[config.mk]
export PLATFORM = sky130hd
export DESIGN_NAME = irq_code_status
export DESIGN_NICKNAME = d
export VERILOG_FILES = /design/src/rtl/irq_code_pkg.sv /design/src/rtl/irq_code_ctrl.sv /design/src/rtl/irq_code_dp.sv /design/src/rtl/irq_code_status.sv
export SDC_FILE = /design/constraint.sdc
export NUM_CORES = 1
export LEC_CHECK = 0
export BUFFER_PORTS_ARGS = -buffer_cell sky130_fd_sc_hd__buf_2
export CORE_MARGIN = 2
export CORE_UTILIZATION = 35
export DETAILED_ROUTE_END_ITERATION = 10
export GPL_TIMING_DRIVEN = 0
export PLACE_DENSITY_LB_ADDON = 0.25
export SETUP_SLACK_MARGIN = 0.3
export SKIP_CTS_REPAIR_TIMING = 1
export SLEW_MARGIN = 30
export SYNTH_ARGS = -nofsm -noshare
export SYNTH_HDL_FRONTEND = slang
export SYNTH_SLANG_ARGS = --single-unit
[constraint.sdc]
create_clock -name clk -period 2.9 [get_ports clk]
set_input_delay 0.435 -clock clk [delete_from_list [all_inputs] [get_ports clk]]
set_output_delay 0.435 -clock clk [all_outputs]
set_load 0.01 [all_outputs]
[src/rtl/irq_code_pkg.sv]
package irq_code_pkg;
  localparam int STATUS_W = 8;
  localparam int CODE_W   = 4;

  typedef logic [CODE_W-1:0] code_t;

  localparam code_t CODE_NONE   = 4'h0;
  localparam code_t CODE_RXDATA = 4'h4;
  localparam code_t SLAVE_BASE  = 4'h8;
  localparam code_t CODE_SNOACK = 4'hA;
  localparam logic [2:0] MST_MAX = 3'd5;
  localparam logic [1:0] SLV_BAD = 2'd3;

  typedef struct packed {
    logic pushM;
    logic pushS;
    logic pop;
    logic clrCode;
    logic setOvf;
    logic clrOvf;
    logic clrRx;
  } strobe_t;
endpackage

[src/rtl/irq_code_ctrl.sv]
module irq_code_ctrl
  import irq_code_pkg::*;
#(
  parameter int DEPTH = 4,
  localparam int CNT_W = $clog2(DEPTH + 1)
) (
  input  logic             mstEvt,
  input  logic [2:0]       mstCode,
  input  logic             slvEvt,
  input  logic [1:0]       slvCode,
  input  logic             regRd,
  input  logic             regSel,
  input  logic [CNT_W-1:0] fifoCount,
  input  logic             codeIdle,
  output strobe_t          stb
);
  logic mOk, sOk, statusRd;

  always_comb begin
    mOk      = mstEvt && (mstCode != 3'd0) && (mstCode <= MST_MAX);
    sOk      = slvEvt && (slvCode != SLV_BAD);
    statusRd = regRd && !regSel;

    stb.pushM   = mOk && (int'(fifoCount) < DEPTH);
    stb.pushS   = sOk && ((int'(fifoCount) + int'(stb.pushM)) < DEPTH);
    stb.setOvf  = (mOk && !stb.pushM) || (sOk && !stb.pushS);
    stb.pop     = codeIdle && (fifoCount != '0);
    stb.clrCode = statusRd;
    stb.clrOvf  = statusRd;
    stb.clrRx   = regRd && regSel;
  end
endmodule

[src/rtl/irq_code_dp.sv]
module irq_code_dp
  import irq_code_pkg::*;
#(
  parameter int DEPTH = 4,
  localparam int PTR_W = $clog2(DEPTH),
  localparam int CNT_W = $clog2(DEPTH + 1)
) (
  input  logic                clk,
  input  logic                rstN,
  input  strobe_t             stb,
  input  logic [2:0]          mstCode,
  input  logic [1:0]          slvCode,
  input  logic [7:0]          shiftIn,
  input  logic                regSel,
  output logic [CNT_W-1:0]    fifoCount,
  output logic                codeIdle,
  output code_t               code,
  output logic                ovf,
  output logic                irq,
  output logic                txClr,
  output logic [STATUS_W-1:0] rdData
);
  code_t           mem [DEPTH];
  logic [PTR_W-1:0] wrPtr, rdPtr;
  code_t           mFull, sFull, head;
  logic [1:0]      nPush;
  logic            rxValid;
  logic [7:0]      rxByte;

  assign mFull    = {1'b0, mstCode};
  assign sFull    = SLAVE_BASE | {2'b00, slvCode};
  assign head     = mem[rdPtr];
  assign nPush    = {1'b0, stb.pushM} + {1'b0, stb.pushS};
  assign codeIdle = (code == CODE_NONE);
  assign irq      = !codeIdle;

  // queue storage: the master entry is written ahead of the slave entry
  always_ff @(posedge clk) begin
    if (stb.pushM) mem[wrPtr] <= mFull;
    if (stb.pushS) mem[stb.pushM ? wrPtr + PTR_W'(1) : wrPtr] <= sFull;
  end

  always_ff @(posedge clk or negedge rstN) begin
    if (!rstN) begin
      wrPtr     <= '0;
      rdPtr     <= '0;
      fifoCount <= '0;
    end else begin
      wrPtr     <= wrPtr + PTR_W'(nPush);
      rdPtr     <= rdPtr + PTR_W'(stb.pop);
      fifoCount <= fifoCount + CNT_W'(nPush) - CNT_W'(stb.pop);
    end
  end

  // shown code; promotion only from an idle code gives the low irq cycle
  always_ff @(posedge clk or negedge rstN) begin
    if (!rstN) begin
      code    <= CODE_NONE;
      txClr   <= 1'b0;
      ovf     <= 1'b0;
      rxValid <= 1'b0;
      rxByte  <= '0;
    end else begin
      if (stb.pop)          code <= head;
      else if (stb.clrCode) code <= CODE_NONE;

      txClr <= stb.pop && (head == CODE_SNOACK);

      if (stb.setOvf)      ovf <= 1'b1;
      else if (stb.clrOvf) ovf <= 1'b0;

      if (stb.pop && head == CODE_RXDATA) begin
        rxValid <= 1'b1;
        rxByte  <= shiftIn;
      end else if (stb.clrRx) begin
        rxValid <= 1'b0;
      end
    end
  end

  always_comb begin
    if (regSel) rdData = rxValid ? rxByte : shiftIn;
    else        rdData = {ovf, 3'b000, code};
  end
endmodule

[src/rtl/irq_code_status.sv]
module irq_code_status
  import irq_code_pkg::*;
#(
  parameter int DEPTH = 4
) (
  input  logic       clk,
  input  logic       rstN,
  input  logic       mstEvt,
  input  logic [2:0] mstCode,
  input  logic       slvEvt,
  input  logic [1:0] slvCode,
  input  logic [7:0] shiftIn,
  input  logic       regRd,
  input  logic       regSel,
  output logic [7:0] rdData,
  output logic       irq,
  output logic       txClr
);
  localparam int CNT_W = $clog2(DEPTH + 1);

  strobe_t          stb;
  logic [CNT_W-1:0] fifoCount;
  logic             codeIdle;
  code_t            code;
  logic             ovf;

  irq_code_ctrl #(.DEPTH(DEPTH)) u_ctrl (
    .mstEvt(mstEvt), .mstCode(mstCode), .slvEvt(slvEvt), .slvCode(slvCode),
    .regRd(regRd), .regSel(regSel), .fifoCount(fifoCount),
    .codeIdle(codeIdle), .stb(stb)
  );

  irq_code_dp #(.DEPTH(DEPTH)) u_dp (
    .clk(clk), .rstN(rstN), .stb(stb), .mstCode(mstCode), .slvCode(slvCode),
    .shiftIn(shiftIn), .regSel(regSel), .fifoCount(fifoCount),
    .codeIdle(codeIdle), .code(code), .ovf(ovf), .irq(irq),
    .txClr(txClr), .rdData(rdData)
  );
endmodule

Word-level counts from Yosys, hierarchy flattened. Memories as Yosys holds them, arrays and structs flattened. Cells that the tools add are included.

Add/subtract/negate cells: 7. $lt $le $gt $ge: 3. Equal/unequal tests: 3. Multiplexer cells: 13. Reduce and logical (&&, ||, !) cells: 23.

Operators with widths (number): $lt 32x4->1 const B (1); $mux 8 (2); $logic_and 1x1->1 (12); $mux 1 (8); $mux 4 (2); $reduce_bool 2->1 (3); $reduce_bool 3->1 (2); $add 3x1->4 (1); $eq 4x3->1 const B (1); $eq 4x4->1 const B (1); $logic_not 1->1 (4); $logic_not 4->1 (1); $add 3x2->3 (1); $le 3x3->1 const B (1); $lt 3x3->1 const B (1); $sub 3x1->3 (1); $add 1x1->2 (1); $add 2x1->2 (1); $add 2x1->2 const B (1); $add 2x2->2 (1); $mux 2 (1); $ne 2x2->1 const B (1); $logic_or 1x1->1 (1).

Register bits: 22. Memory bits (writable): 16. Input bits: 19. Logic and storage cells: 58. Memories: 1.

Memories: u_dp.mem (words 4, bits a word 4, read ports 1, clocked after memory_dff 0, write ports 2, RTL line irq_code_dp.sv:23) `code_t mem [DEPTH];`.

Depth between registers and ports, before layout. Gate-level depths: netlist (run 1).

Word-level depth: 11. Depth in mapped cells: 11. Depth with buffers taken out: 10.

Cells and area by module. A second synthesis (run 1) with hierarchy kept.

Cell total of the unflattened synthesis: 201. Area total of the unflattened synthesis: 2143.3 um^2.

By module, submodules not included: irq_code_dp (instances 1, cells each 185, area each 2035.7 um^2); irq_code_ctrl (instances 1, cells each 16, area each 107.6 um^2).

Worst setup path after synthesis (run 1). OpenSTA, ideal clock, no wires.

Path type: input to register. Start: input mstEvt. End: register u_dp.fifoCount[2]. Library setup time: 0.129 ns. Data arrival time: 2.498 ns. Data required time: 2.771 ns. Setup slack: 0.273 ns. Stages: 9. Buffers on the path: 0. Cells stage by stage: a21bo_2 nor3_1 ha_1 inv_1 ha_1 inv_1 fa_1 xnor2_1 xnor2_1.

Word-level cells in the longest chain between the ends: 9.

Ends and longest elaborated chain: start: declaration (RTL line irq_code_status.sv:8) `input logic mstEvt,`; $logic_and 1x1->1 (*) (2 in series) (RTL line irq_code_ctrl.sv:20) `mOk = mstEvt && (mstCode != 3'd0) && (mstCode <= MST_MAX);`; $logic_and 1x1->1 (*) (RTL line irq_code_ctrl.sv:24) `stb.pushM = mOk && (int'(fifoCount) < DEPTH);`; $add 3x1->4 (RTL line irq_code_ctrl.sv:25) `stb.pushS = sOk && ((int'(fifoCount) + int'(stb.pushM)) < DEPTH);`; $lt 32x4->1 (RTL line irq_code_ctrl.sv:25); $logic_and 1x1->1 (RTL line irq_code_ctrl.sv:25); $add 1x1->2 (*) (RTL line irq_code_dp.sv:33) `assign nPush = {1'b0, stb.pushM} + {1'b0, stb.pushS};`; $add 3x2->3 (*) (RTL line irq_code_dp.sv:51) `fifoCount <= fifoCount + CNT_W'(nPush) - CNT_W'(stb.pop);`; $sub 3x1->3 (*) (RTL line irq_code_dp.sv:51); end signal: assignment (RTL line irq_code_dp.sv:51); end: declaration (RTL line irq_code_dp.sv:15) `output logic [CNT_W-1:0] fifoCount,`.

Every way passes the cells marked *; elsewhere a longest branch is shown, timed or not. A chain may end at the register's enable or synchronous reset.

Final worst setup path (run 1).
Start: input mstCode[1]. End: register u_dp.fifoCount[2].

Word-level cells in the longest chain between the ends: 10. Elaborated cells on any way between the ends: 11.

Ends and longest elaborated chain: start: declaration (RTL line irq_code_status.sv:9) `input logic [2:0] mstCode,`; branches (longest 2 deep; another with $le 3x3->1); $logic_and 1x1->1 (*) (RTL line irq_code_ctrl.sv:20); $logic_and 1x1->1 (*) (RTL line irq_code_ctrl.sv:24); $add 3x1->4 (RTL line irq_code_ctrl.sv:25); $lt 32x4->1 (RTL line irq_code_ctrl.sv:25); $logic_and 1x1->1 (RTL line irq_code_ctrl.sv:25); $add 1x1->2 (*) (RTL line irq_code_dp.sv:33); $add 3x2->3 (*) (RTL line irq_code_dp.sv:51); $sub 3x1->3 (*) (RTL line irq_code_dp.sv:51).

Mark *: on every way between the ends.

==> flow_metrics.py, run 1 <==
metrics = {
    "logic_synthesis": {
        "ys_async_sr_fraction_pct": 57.89,
        "synth-seq-cells": 38,
        "synth_area_leader_cell": "dfrtp_1",
        "dominantRegCellSynth": "dfrtp_1",
        "syn_area_per_cell_um2": 11.28,
        "yosysSeqAreaShare_pct": 44.60,
        "synth_most_common_cell": "dfrtp_1",
        "ys_types": 41,
        "synthTopCellsByCount": "dfrtp_1, mux2i_1, nand2_1",
        "yosys-top-cells-area": "dfrtp_1, edfxtp_1, mux2i_1",
        "syn_inst": 189,
        "yosys_warnings": 0,
        "syn-num-nets": 219,
        "synth_top_cell_area_share_pct": 25.82,
        "syn_area_um2": 2132,
        "synth_edf_count": 8,
    },
    "worst_setup_path": {
        "startpoint": "mstCode[1]",
        "arrival_ns": 2.57,
        "critPathMaxFanout": 9,
        "reg2reg_to": "u_dp.fifoCount[2]",
        "r2r_setup_slack_ns": 0.57,
        "crit_type": "primary input to register",
        "ff2ff_path_depth": 9,
        "cp.required_ns": 3.07,
        "crit_path_end_kind": "register",
        "worstReg2RegStart": "u_dp.fifoCount[2]",
        "start_kind": "primary input",
    },
    "clock_network": {
        "cts_sinks": 38,
        "numCtsBuffers": 5,
        "h-tree-depth": 2,
        "clk_pin_slew_worst_paths_ns": 0.08,
        "cts_root_buf": "clkbuf_8",
        "clk_latency_ns": 0.28,
        "tritoncts": "done",
        "cts_buffer_depth": 2,
    },
    "pwr": {
        "total_power_mw": 2.342,
        "peakVddDrop_mv": 0.3057,
        "power_density_nw_per_um2": 938.3,
        "p_leak_nw": 1.141,
    },
    "drt": {
        "drc_errors": 0,
        "via_per_inst": 5.146,
        "ant_nets": 0,
        "wl_um": 4266,
        "dr.pass1.iters": 4,
        "drt_iter0_drc": 55,
        "wl_per_cell_um": 14.17,
        "vias": 1549,
    },
    "sta": {
        "period_share_pct": 82.66,
        "tns_ns": 0,
        "slew_viol_final": 0,
        "setup_violations": 0,
        "fmax_ghz": 0.4172,
        "skew_ns": 0.006672,
        "relSlewSlack_pct": 57.03,
        "rsz0062_at_grt": "no",
        "finalHoldViolations": 0,
        "worstMarginPinSlew_ns": 0.6391,
        "fin_crit_ns": 2.397,
    },
    "outcome": {
        "outcome": "finished, final reports clean",
    },
    "finish": {
        "fillCellCount": 563,
        "areaGrowthSynthToFinish_pct": 17.08,
        "drive_above_1_share_pct": 25.66,
        "fin_cells": 301,
        "diodes": 0,
        "nets": 255,
    },
    "global_routing": {
        "met3_usage_pct": 3.187,
        "grt_first_pass_wirelength_um": 7362,
        "grtUsageTotal_pct": 14.37,
        "top_usage_layer": "met2",
        "met1_usage_pct": 19.27,
        "antenna_found_initial": 0,
        "grt_max_degree": 23,
        "grt_overflow": 0,
        "grt_use_met2_pct": 22.93,
        "grt_pass1_vias": 1618,
    },
    "floorplanning": {
        "io_pins": 29,
        "die_height_um": 82.05,
        "row_count": 28,
        "die-area_um2": 6732,
        "die_x_um": 82.05,
        "start_util_pct": 36.01,
        "core-area_um2": 5921,
    },
    "min_path": {
        "hp-class": "primary input to async pin",
    },
    "job": {
        "cap_violations": 0,
    },
    "placed_design": {
        "place_congestion": 0.8280,
        "dp.cells": 292,
        "hpwlAfterDp_um": 3290,
        "port_buffers": 28,
    },
}
==> cell type report <==
| cell class | count | area [um2] | share of cell area (%) |
|---|---|---|---|
| plain buffers | 6 | 31.28 | 1.253 |
| clock buffers | 6 | 82.58 | 3.308 |
| clock inverters | 2 | 12.51 | 0.5013 |
| inverters | 12 | 48.80 | 1.955 |
| multi-input cells | 133 | 1129 | 45.21 |
| flip-flops and latches | 38 | 950.9 | 38.10 |
| well taps | 75 | 93.84 | 3.759 |
| repair buffers | 29 | 147.6 | 5.915 |
==> logic make-up after synthesis <==
logic type	synth area share (%)
AO/OA/AOI/OAI	8.979
XOR/XNOR	2.054
adder cells (fa/ha/maj)	6.808
buffers and inverters	3.521
flip-flops	44.60
multiplexers	19.37
AND/OR/NAND/NOR	14.67
==> worst max-delay path by stage <==
stage                        endpoint  slack (ns)
global placement    u_dp.fifoCount[2]        0.08
floorplan           u_dp.fifoCount[2]        0.44
global route        u_dp.fifoCount[2]        0.32
detailed placement  u_dp.fifoCount[2]        0.08
finish              u_dp.fifoCount[2]        0.50
CTS                 u_dp.fifoCount[2]        0.31
==> sequential cells by signal, summed over array words and instances, names as in the netlist <==
| name | flops |
|---|---|
| u_dp.code | 4 |
| u_dp.rxByte | 8 |
| u_dp.rxValid | 1 |
| u_dp.mem | 16 |
| u_dp.txClr | 1 |
| u_dp.wrPtr | 2 |
| u_dp.fifoCount | 3 |
| u_dp.rdPtr | 2 |
| u_dp.ovf | 1 |
==> worst max-delay path, stage by stage <==
cell	delay, ns
buf_2	0.16
a21bo_2	0.28
nor3_4	0.39
ha_1	0.25
inv_1	0.05
ha_1	0.27
inv_1	0.05
fa_1	0.42
xnor2_1	0.14
xnor2_1	0.12
==> through the flow <==
| stage | utilization (%) | hold WS (ns) | cell area, um2 | worst slack, ns |
|---|---|---|---|---|
| 2_1_floorplan | - | 0.1394 | 2137 | 0.4425 |
| 4_1_cts | 41.65 | 0.1227 | 2466 | 0.3132 |
| 3_5_place_dp | 40.05 | 0.4333 | 2371 | 0.07929 |
| 6_report | 42.16 | 0.1012 | 2496 | 0.5030 |
| 5_1_grt | 42.16 | 0.1399 | 2496 | 0.3206 |
| 3_3_place_gp | 40.05 | 0.4269 | 2371 | 0.08341 |
==> power breakdown <==
part           internal (mW)  leakage (nW)  switching [mW]
Clock                  0.191        0.0472           0.181
Combinational          0.508         0.689           0.480
Sequential             0.787         0.405           0.194
==> placed cells by master, fill, tap and decap left out, types with 2 or more instances in the layout <==
master,n
a21boi_1,2
a21o_1,2
a21oi_1,8
a221oi_2,2
a22o_1,2
and2_1,3
buf_2,28
clkbuf_1,4
clkbuf_8,6
clkinvlp_4,2
dfrtp_1,22
dfxtp_1,8
edfxtp_1,8
ha_1,10
inv_1,11
mux2_1,2
mux2_4,8
mux2i_1,18
mux4_2,4
nand2_1,17
nand2b_1,3
nand3_1,10
nand4_1,7
nor2_1,8
nor2b_1,3
nor3_4,2
o2111ai_1,2
o21ai_0,3
xnor2_1,4
==> routing by layer <==
| metal | part of all wire, % | routed length (um) |
|---|---|---|
| met5 | 0 | 0 |
| met4 | 1.4 | 59 |
| met3 | 3.8 | 164 |
| met2 | 46 | 1952 |
| met1 | 49 | 2089 |
Note: power is estimated with default switching activity, not from simulation.
==> run 2: changes to the inputs <==
Clock period 2.9 ns to 1.92 ns, I/O delays scaled along.
==> run 2 against run 1 <==
Net effect: the flow now finishes with violations (setup timing); critical path type is now register to register; sequential power is 57% higher; setup slack worse by 0.73 ns; highest routed layer unchanged; power is 100% higher.
==> flow_metrics.py, run 2 (synthesis results as in run 1) <==
metrics = {
    "finish": {
        "drive_above_1_share_pct": 49.02,
        "largest_register_ffs": 16,
        "fin_area_um2": 3079,
        "top_regs": "u_dp.mem: 16 flops, u_dp.rxByte: 8 flops, u_dp.code: 4 flops",
        "postLayoutCoreUtil_pct": 52.01,
        "final_common_cell": "buf_2",
        "diodes": 0,
        "final_cell_mix": "buf_2, buf_4, dfrtp_1",
        "fin_cells": 330,
        "areaGrowthSynthToFinish_pct": 44.42,
        "regMostFlops": "u_dp.mem",
        "nets": 284,
    },
    "sta": {
        "setup_violations": 15,
        "slew_viol_final": 0,
        "fin_crit_ns": 2.144,
        "fmax_ghz": 0.4665,
        "skew_ns": 0.006135,
        "worstMarginPinSlew_ns": 0.5060,
        "period_share_pct": 111.7,
        "hold_slack_ns": 0.2447,
        "finalHoldViolations": 0,
        "rsz0062_at_grt": "yes",
        "relSlewSlack_pct": 66.27,
        "fin_ws_ns": -0.2238,
    },
    "floorplanning": {
        "die-area_um2": 6732,
        "core-area_um2": 5921,
        "die_x_um": 82.05,
        "io_pins": 29,
        "row_count": 28,
        "die_height_um": 82.05,
        "start_util_pct": 36.01,
    },
    "drt": {
        "drt_iter0_drc": 119,
        "dr.pass1.iters": 4,
        "vias": 1732,
        "ant_nets": 0,
        "via_per_inst": 5.248,
        "drc_errors": 0,
        "wl_um": 5243,
        "wl_per_cell_um": 15.89,
    },
    "worst_setup_path": {
        "arrival_ns": 2.31,
        "critPathMaxFanout": 5,
        "cpPeakStageDelay_ns": 0.56,
        "crit_path_end_kind": "register",
        "critPathSlowestCell": "mux4_2",
        "cp.required_ns": 2.09,
        "start_kind": "register",
        "worstPathCellList": "mux4_2 > or4_4 > buf_6 > mux2_4",
        "crit_type": "register to register",
    },
    "placed_design": {
        "hpwlAfterDp_um": 3330,
        "place_congestion": 0.8081,
        "dp.cells": 292,
        "port_buffers": 28,
        "post_dp_cell_area_um2": 2461,
    },
    "outcome": {
        "violations": "setup timing",
        "outcome": "finished, violations left",
    },
    "job": {
        "cap_violations": 0,
    },
    "global_routing": {
        "grt_max_degree": 23,
        "antenna_found_initial": 0,
        "grt_pass1_vias": 1499,
        "grt_first_pass_wirelength_um": 7176,
        "grt_overflow": 0,
        "grtUsageTotal_pct": 14.30,
    },
    "pwr": {
        "total_power_mw": 4.734,
        "peakVddDrop_mv": 1.029,
        "p_leak_nw": 1.363,
        "power_density_nw_per_um2": 1538,
    },
    "clock_network": {
        "h-tree-depth": 2,
        "cts_buffer_depth": 2,
        "tritoncts": "done",
        "clk_latency_ns": 0.29,
        "clk_pin_slew_worst_paths_ns": 0.07,
        "cts_root_buf": "clkbuf_8",
        "cts_sinks": 38,
        "numCtsBuffers": 5,
    },
    "min_path": {
        "hp-class": "primary input to register",
    },
}
[run 2: power breakdown]
group	total [mW]	internal (mW)	switching [mW]
registers	1.54	1.20	0.341
clock network	0.840	0.554	0.286
logic	2.35	1.30	1.06
total	4.73	3.05	1.68
[run 2: worst max-delay path: cells and delay by family, from the launching register on]
family,cells,cell delay [ns]
simple gates,1,0.56
mux,2,0.86
buf+inv,1,0.16
flops,1,0.45
[run 2: layer usage]
| metal | GRT usage [%] | routed length, um | vias up |
|---|---|---|---|
| li1 | - | - | 821 |
| met4 | 4.500 | 109 | 0 |
| met2 | 23.50 | 2727 | 38 |
| met1 | 18.51 | 2213 | 862 |
| met5 | 0 | 0 | - |
| met3 | 3.516 | 192 | 11 |
[run 2: final timing paths]
| path | from | end | slack (ns) | cells past startpoint |
|---|---|---|---|---|
| worst max-delay path | u_dp.rdPtr[0] | u_dp.rxByte[2] | -0.22 | 4 |
| max in group asynchronous | rstN | u_dp.rdPtr[0] | 1.05 | 2 |
| min in group asynchronous | rstN | u_dp.rxByte[5] | 0.50 | 2 |
| worst min-delay path | shiftIn[1] | u_dp.rxByte[1] | 0.24 | 2 |
| worst max register to register | u_dp.rdPtr[0] | u_dp.rxByte[2] | -0.22 | 4 |
| worst min register to register | u_dp.mem[3][3] | u_dp.mem[3][3] | 0.46 | 1 |
[run 2: metrics by stage]
stage,worst slack (ns),TNS (ns)
5_1_grt,-0.2720,-3.152
2_1_floorplan,-0.1560,-1.366
6_report,-0.2238,-2.207
3_5_place_dp,-0.4919,-9.105
3_3_place_gp,-0.4682,-8.426
4_1_cts,-0.4265,-7.658
[run 2: final cells by class]
class | instances | area (um2)
timing repair buffer | 58 | 397.9
clock inverter | 2 | 60.06
buffer | 6 | 50.05
multi-input combinational | 133 | 1384
clock buffer | 6 | 82.58
inverter | 12 | 55.05
tap | 75 | 93.84
fill | 509 | 2841
sequential | 38 | 955.9
==> run 3: changes to the inputs <==
Settings changed: CELL_PAD_IN_SITES_DETAIL_PLACEMENT set to 1, CELL_PAD_IN_SITES_GLOBAL_PLACEMENT set to 2, CORE_UTILIZATION 35 to 34.
==> run 3 against run 2 <==
Net effect: power shrank 5.1%; sequential share of layout area grew 0.92 points; worst hold slack gained 0.0052 ns; the flow still finishes with violations (setup timing); first-iteration DRC count shrank 42%; die area grew 2.8%; register-to-register slack gained 0.02 ns; global-route usage grew 0.54 points; critical path depth is the same; routed wire length grew 3.6%.
==> flow_metrics.py, run 3 (synthesis results as in run 1) <==
metrics = {
    "outcome": {
        "outcome": "finished, violations left",
        "violations": "setup timing",
    },
    "worst_setup_path": {
        "startpoint": "u_dp.rdPtr[0]",
        "r2r_setup_slack_ns": -0.20,
        "ff2ff_path_depth": 4,
        "critPathMaxFanout": 5,
        "start_kind": "register",
        "worstReg2RegStart": "u_dp.rdPtr[0]",
        "reg2reg_to": "u_dp.rxByte[6]",
        "arrival_ns": 2.29,
        "crit_type": "register to register",
        "cp.required_ns": 2.09,
        "crit_path_end_kind": "register",
    },
    "floorplanning": {
        "core-area_um2": 5991,
        "io_pins": 29,
        "die_height_um": 83.19,
        "die-area_um2": 6920,
        "start_util_pct": 35.59,
        "die_x_um": 83.19,
        "row_count": 28,
    },
    "finish": {
        "diodes": 0,
        "top_regs": "u_dp.mem: 16 flops, u_dp.rxByte: 8 flops, u_dp.code: 4 flops",
        "regMostFlops": "u_dp.mem",
        "final_common_cell": "buf_2",
        "largest_register_ffs": 16,
        "drive_above_1_share_pct": 45.34,
        "nets": 276,
        "fin_area_um2": 2987,
        "final_cell_mix": "buf_2, dfrtp_1, mux2i_1",
        "areaGrowthSynthToFinish_pct": 40.08,
    },
    "min_path": {
        "whs_path_depth": 2,
        "holdCritStartpoint": "shiftIn[7]",
        "hp-class": "primary input to register",
        "hold-path-endpoint": "u_dp.rxByte[7]",
    },
    "sta": {
        "period_share_pct": 110.6,
        "finalHoldViolations": 0,
        "hold_slack_ns": 0.2499,
        "tns_ns": -1.830,
        "fin_ws_ns": -0.2040,
        "slew_viol_final": 0,
        "setup_violations": 12,
        "worstMarginPinSlew_ns": 0.5080,
        "fin_crit_ns": 2.124,
        "skew_ns": 0.006771,
        "fmax_ghz": 0.4708,
        "relSlewSlack_pct": 66.13,
        "rsz0062_at_grt": "yes",
    },
    "drt": {
        "vias": 1658,
        "ant_nets": 0,
        "dr.pass1.iters": 4,
        "wl_um": 5433,
        "via_per_inst": 5.149,
        "drc_errors": 0,
        "drt_iter0_drc": 69,
        "wl_per_cell_um": 16.87,
    },
    "placed_design": {
        "post-place-ws_ns": -0.5080,
        "post_dp_cell_area_um2": 2461,
        "place_congestion": 0.7614,
        "hpwlAfterDp_um": 3771,
        "port_buffers": 28,
    },
    "global_routing": {
        "grtUsageTotal_pct": 14.84,
        "grt_max_degree": 23,
        "antenna_found_initial": 0,
        "grt_overflow": 0,
        "grt_first_pass_wirelength_um": 8273,
        "grt_pass1_vias": 1613,
    },
    "clock_network": {
        "clk_latency_ns": 0.28,
        "cts_buffer_depth": 2,
        "cts_sinks": 38,
        "numCtsBuffers": 5,
        "cts_root_buf": "clkbuf_8",
        "h-tree-depth": 2,
        "tritoncts": "done",
        "clk_pin_slew_worst_paths_ns": 0.08,
    },
    "pwr": {
        "power_density_nw_per_um2": 1505,
        "peakVddDrop_mv": 0.7901,
        "p_leak_nw": 1.321,
        "total_power_mw": 4.494,
    },
    "job": {
        "cap_violations": 0,
    },
}
-- run 3: worst max path at each step --
stage / end / slack, ns / cells past startpoint
5_1_grt: u_dp.fifoCount[2] / -0.28 / 9
2_1_floorplan: u_dp.fifoCount[2] / -0.16 / 9
6_report: u_dp.rxByte[6] / -0.20 / 4
3_3_place_gp: u_dp.fifoCount[2] / -0.49 / 10
3_5_place_dp: u_dp.fifoCount[2] / -0.51 / 10
4_1_cts: u_dp.mem[2][1] / -0.45 / 5
-- run 3: power breakdown --
part | internal (mW) | switching (mW)
Sequential | 1.20 | 0.321
Clock | 0.521 | 0.290
Combinational | 1.15 | 1.01
Total | 2.87 | 1.62
-- run 3: final cells by class --
class                   count  area, um2
flip-flops and latches     38      954.7
fillers                   634       3004
multi-input cells         133       1360
well taps                  75      93.84
clock buffers               5      68.82
plain buffers               6      50.05
clock inverters             3      68.82
repair buffers             50      337.8
inverters                  12      52.55
-- run 3: per-layer routing --
| metal | vias to the layer above | track usage, % | routed length (um) |
|---|---|---|---|
| li1 | 805 | - | - |
| met1 | 826 | 20.71 | 2434 |
| met2 | 23 | 23.97 | 2819 |
| met3 | 4 | 2.883 | 141 |
| met4 | 0 | 3.279 | 39 |
| met5 | - | 0 | 0 |
-- run 3: critical path: stages (launching register included) --
cell,delay (ns)
dfrtp_2,0.45
mux4_2,0.54
or4_4,0.57
buf_6,0.16
mux2_4,0.30
-- run 3: metrics by stage --
step	cells	utilization, %
2_1_floorplan	189	-
3_3_place_gp	292	41.08
3_5_place_dp	292	41.08
4_1_cts	300	43.38
5_1_grt	322	49.85
6_report	322	49.85
